$ cat config.mk
export PLATFORM = sky130hd
export DESIGN_NAME = tach_pulse_conv
export DESIGN_NICKNAME = d
export VERILOG_FILES = /design/src/rtl/tach_pkg.sv /design/src/rtl/tach_sync.sv /design/src/rtl/tach_edge_det.sv /design/src/rtl/tach_pulse_timer.sv /design/src/rtl/tach_pulse_conv.sv
export SDC_FILE = /design/constraint.sdc
export NUM_CORES = 1
export LEC_CHECK = 0
export ABC_CLOCK_PERIOD_IN_PS = 2070
export CAP_MARGIN = 0
export CELL_PAD_IN_SITES_DETAIL_PLACEMENT = 0
export CELL_PAD_IN_SITES_GLOBAL_PLACEMENT = 1
export CORE_MARGIN = 4
export CORE_UTILIZATION = 34
export CTS_BUF_LIST = sky130_fd_sc_hd__clkbuf_4 sky130_fd_sc_hd__clkbuf_8 sky130_fd_sc_hd__clkbuf_16
export DETAILED_ROUTE_END_ITERATION = 16
export PLACE_DENSITY = 0.75
export RECOVER_POWER = 50
export SYNTH_ARGS = -nofsm -noshare
export SYNTH_HDL_FRONTEND = slang
export SYNTH_SLANG_ARGS = --single-unit
$ cat constraint.sdc
create_clock -name clk -period 2.07 [get_ports clk]
set_clock_uncertainty 0.05 [all_clocks]
set_input_delay 0.414 -clock clk [delete_from_list [all_inputs] [get_ports clk]]
set_output_delay 0.414 -clock clk [all_outputs]
set_load 0.1 [all_outputs]
$ cat src/rtl/tach_pkg.sv
package tach_pkg;
   localparam int HALL_W = 3;
   typedef logic [HALL_W-1:0] hall_code_t;
endpackage

$ cat src/rtl/tach_sync.sv
module tach_sync #(
   parameter int STAGES = 2,
   parameter int DW     = 3
) (
   input  logic          clk,
   input  logic          rst_n,
   input  logic [DW-1:0] din,
   output logic [DW-1:0] dout
);
   generate
      if (STAGES == 0) begin : g_bypass
         assign dout = din;
      end else begin : g_chain
         logic [DW-1:0] st_q [STAGES];
         always_ff @(posedge clk) begin
            if (!rst_n) begin
               for (int i = 0; i < STAGES; i++) st_q[i] <= din;
            end else begin
               st_q[0] <= din;
               for (int i = 1; i < STAGES; i++) st_q[i] <= st_q[i-1];
            end
         end
         assign dout = st_q[STAGES-1];
      end
   endgenerate
endmodule

$ cat src/rtl/tach_edge_det.sv
module tach_edge_det
   import tach_pkg::*;
(
   input  logic       clk,
   input  logic       rst_n,
   input  hall_code_t raw_code,
   input  hall_code_t sync_code,
   output logic       code_chg
);
   hall_code_t ref_q;

   always_ff @(posedge clk) begin
      if (!rst_n) ref_q <= raw_code;
      else        ref_q <= sync_code;
   end

   assign code_chg = (sync_code != ref_q);
endmodule

$ cat src/rtl/tach_pulse_timer.sv
module tach_pulse_timer #(
   parameter int WIDTH_W = 8
) (
   input  logic               clk,
   input  logic               rst_n,
   input  logic               start,
   input  logic [WIDTH_W-1:0] width,
   output logic               pulse_q
);
   logic [WIDTH_W-1:0] cnt_q, cnt_nxt;

   always_comb begin
      cnt_nxt = cnt_q;
      if (start)              cnt_nxt = width;
      else if (cnt_q != '0)   cnt_nxt = cnt_q - 1'b1;
   end

   always_ff @(posedge clk) begin
      if (!rst_n) begin
         cnt_q   <= '0;
         pulse_q <= 1'b0;
      end else begin
         cnt_q   <= cnt_nxt;
         pulse_q <= (cnt_nxt != '0);
      end
   end
endmodule

$ cat src/rtl/tach_pulse_conv.sv
module tach_pulse_conv
   import tach_pkg::*;
#(
   parameter int WIDTH_W     = 8,
   parameter int SYNC_STAGES = 2,
   parameter bit STROBE_EN   = 1'b1
) (
   input  logic               clk,
   input  logic               rst_n,
   input  logic [2:0]         hall_in,
   input  logic [WIDTH_W-1:0] width_set,
   output logic               tach_out,
   output logic               edge_stb
);
   generate
      if (WIDTH_W < 1 || WIDTH_W > 32) begin : g_bad_width
         $error("tach_pulse_conv: WIDTH_W must be 1..32");
      end
      if (SYNC_STAGES < 0 || SYNC_STAGES > 4) begin : g_bad_sync
         $error("tach_pulse_conv: SYNC_STAGES must be 0..4");
      end
   endgenerate

   hall_code_t sync_code;
   logic       code_chg;

   tach_sync #(.STAGES(SYNC_STAGES), .DW(HALL_W)) u_sync (
      .clk  (clk),
      .rst_n(rst_n),
      .din  (hall_in),
      .dout (sync_code)
   );

   tach_edge_det u_edge (
      .clk      (clk),
      .rst_n    (rst_n),
      .raw_code (hall_in),
      .sync_code(sync_code),
      .code_chg (code_chg)
   );

   tach_pulse_timer #(.WIDTH_W(WIDTH_W)) u_timer (
      .clk    (clk),
      .rst_n  (rst_n),
      .start  (code_chg),
      .width  (width_set),
      .pulse_q(tach_out)
   );

   generate
      if (STROBE_EN) begin : g_stb
         logic stb_q;
         always_ff @(posedge clk) begin
            if (!rst_n) stb_q <= 1'b0;
            else        stb_q <= code_chg;
         end
         assign edge_stb = stb_q;
      end else begin : g_no_stb
         assign edge_stb = 1'b0;
      end
   endgenerate
endmodule

==> impl_metrics.json <==
{
  "critical_path.slowest_cell": "or4_4",
  "dieArea_mm2": 0.003610,
  "async_reset_ff_share_pct": 0,
  "min_path_type": "reg2reg",
  "ir_drop_v": 0.0003953,
  "portBuffers": 14,
  "multiInputGateArea_um2": 545.5,
  "post-route-period-util_pct": 99.02,
  "row_count": 18,
  "worst_ep_arrival_time_ns": 2.19,
  "whs_path_depth": 2,
  "crit_path_start_kind": "register",
  "fp.dieH_um": 60.08,
  "start_util_pct": 36.56,
  "rr_worst_depth": 6,
  "fin_hold_ws_ns": 0.3857,
  "cts_root_buf": "clkbuf_4",
  "path_clk_slew_ns": 0.11,
  "nFillCells": 255,
  "drt_pass1_iterations": 4,
  "grt_pass1_vias": 751,
  "drc": 0,
  "cts.sinks": 19,
  "r2r-end": "u_timer.pulse_q",
  "status": "complete, no violations",
  "p_sw_mw": 0.3010,
  "synth_edf_count": 0,
  "ys_ff_latch": 19,
  "setup_viol": 0,
  "hpwl_mm": 1.523,
  "cp.depth": 6,
  "power_frac_clock_pct": 20.9,
  "maxSlewViolCount": 0,
  "p_per_area_mw_per_mm2": 762.4,
  "drive_gt1_share_pct": 25.37,
  "timing_hold_violations_final": 0,
  "path_max_fanout": 5,
  "vias": 818,
  "ant_nets": 0,
  "diodes": 0,
  "combPwrFrac_pct": 34.4,
  "area_delta_synth_final_pct": 34.60,
  "path_class": "reg2reg",
  "grt_pass1_wl_mm": 3.318,
  "synthCells": 106,
  "rsz0062_at_grt": "yes",
  "coreArea_mm2": 0.002522,
  "cts_tree": "built",
  "tightest_slew_ns": 0.5503,
  "internal-power_mw": 0.6453,
  "place.gp.congestion": 0.7701,
  "fmax_mhz": 487.9,
  "netlist_area_um2": 922.1,
  "via_per_inst": 4.988,
  "overflow": 0,
  "initialDrtViolationCount": 22,
  "regArea_um2": 382.9,
  "pin_count": 15,
  "slew_headroom_pct": 63.19,
  "layout_min_cycle_time_ns": 2.050,
  "path_buf_inv": 1,
  "routedWlPerCell_um": 12.07,
  "placed_area_mm2": 0.001176,
  "clk_path_buf_depth": 2,
  "endpoint_kind": "register",
  "syn_area_per_cell_um2": 8.699,
  "die_x_um": 60.08,
  "fin_area_mm2": 0.001241,
  "synth_nets": 121,
  "grt_max_degree": 20,
  "clkLatencyLatePin_ns": 0.29,
  "rrSetupSlack_ns": 0.02,
  "ys_warn_count": 0,
  "critPathTopFamily": "simple AND/OR/NAND/NOR gates",
  "max_stage_delay_ns": 0.59,
  "swShare_pct": 31.81,
  "seq_area_frac_synth_pct": 41.25,
  "p_leak_nw": 0.5161,
  "synth_ff_type": "dfxtp_1",
  "synth.lib_cells_used.distinct": 34,
  "antenna_found_initial": 0,
  "endpoint": "u_timer.pulse_q",
  "worstReg2RegStart": "u_timer.cnt_q[2]",
  "required_ns": 2.21,
  "seq_power_share_pct": 44.6,
  "grtUsageTotal_pct": 12.70,
  "routed_wl_mm": 1.979,
  "htree_num_levels": 1,
  "crit_chain": "or4_4 -> nor3_4 -> buf_6 -> nor2_1 -> a21boi_0 -> o41a_1",
  "numCtsBuffers": 3,
  "nets": 150,
  "maxCapViolCount": 0,
  "cp-startpoint": "u_timer.cnt_q[2]"
}
-- sequential cells by signal, summed over array words and instances, names as in the netlist --
| name | cells |
|---|---|
| u_timer.pulse_q | 1 |
| u_timer.cnt_q | 8 |
| edge_stb | 1 |
| u_edge.ref_q | 3 |
| u_sync.g_chain.st_q | 6 |
-- kinds of logic (layout without fill, tap and decap cells) --
group                    Yosys count  after routing  synth area share, %
XOR/XNOR                           8              8                7.599
AO/OA/AOI/OAI                     20             20                13.98
AND/OR/NAND/NOR                   50             50                30.94
multiplexers                       1              1                1.086
buffers and inverters              6             34                2.442
flip-flops                        19             19                41.25
adder cells (fa/ha/maj)            2              2                2.713
-- through the flow --
step	setup TNS [ns]	setup WS (ns)	power, mW	cells	util, %
after CTS	0	0.004428	0.9435	163	47.82
after global routing	-0.07876	-0.07876	1.020	164	49.21
after floorplan	0	0.01353	0.6354	106	-
final	0	0.02029	0.9463	164	49.21
after detailed placement	-0.1100	-0.1100	0.7406	159	46.63
after global placement	-0.08214	-0.08214	0.7337	159	46.63
-- cells in the mapped netlist, types with 2 or more instances --
master	count	share of area, %
a22oi_1	2	1.6
inv_1	3	1.2
nand2b_1	3	2.0
nor3_1	4	2.2
dfxtp_1	19	41
ha_1	2	2.7
o21ai_0	4	2.2
clkbuf_1	3	1.2
and3_1	2	1.4
and2_1	4	2.7
nor2b_1	6	4.1
xnor2_1	7	6.6
a31oi_1	2	1.4
nor2_1	6	2.4
a21oi_1	6	3.3
nand2_1	15	6.1
-- tightest hold or removal path: stages, from the launching register on --
cell	delay, ns
dfxtp_1	0.32
nand2_1	0.04
nand2_1	0.05
-- layer usage --
metal	vias up	GRT usage, %	share of wire (%)
met5	-	0	0
met4	0	9.810	2.3
met2	16	17.90	45
met3	6	4.104	4.3
li1	425	-	-
met1	371	15.73	48
-- power by group through the flow --
| stage | clock network (mW) | registers [mW] | logic, mW |
|---|---|---|---|
| 2_1_floorplan | 0 | 0.458 | 0.178 |
| 3_3_place_gp | 0 | 0.428 | 0.305 |
| 3_5_place_dp | 0 | 0.429 | 0.312 |
| 4_1_cts | 0.209 | 0.421 | 0.314 |
| 5_1_grt | 0.230 | 0.427 | 0.364 |
| 6_report | 0.198 | 0.422 | 0.326 |
-- worst min path at each step --
stage,end,startpoint
floorplan,u_sync.g_chain.st_q[0][3],u_sync.g_chain.st_q[0][0]
global placement,u_sync.g_chain.st_q[0][3],u_sync.g_chain.st_q[0][0]
detailed placement,u_sync.g_chain.st_q[0][3],u_sync.g_chain.st_q[0][0]
CTS,u_sync.g_chain.st_q[0][3],u_sync.g_chain.st_q[0][0]
global route,u_sync.g_chain.st_q[0][5],u_sync.g_chain.st_q[0][2]
finish,u_sync.g_chain.st_q[0][4],u_sync.g_chain.st_q[0][1]
-- area by class of cell --
type / count / share of cell area [%]
multi-input cells: 81 / 43.95
inverters: 3 / 0.9073
flip-flops and latches: 19 / 30.85
repair buffers: 27 / 18.85
clock buffers: 4 / 2.419
well taps: 30 / 3.024
-- layout by cell type, fill, tap and decap left out, drive strengths merged, types with 5 or more instances in the layout --
cell and instances:
a21oi 7, buf 14, clkbuf 5, clkdlybuf4s50 8, dfxtp 19, nand2 15, nor2 6, nor2b 6
nor3 5, xnor2 7
-- what timing repair did --
item                       CTS  global route
hold buffers                 0             0
setup endpoints to repair    0             1
gates resized for setup      0             9
buffers inserted             0             1
(Power assumes the default switching activity.)
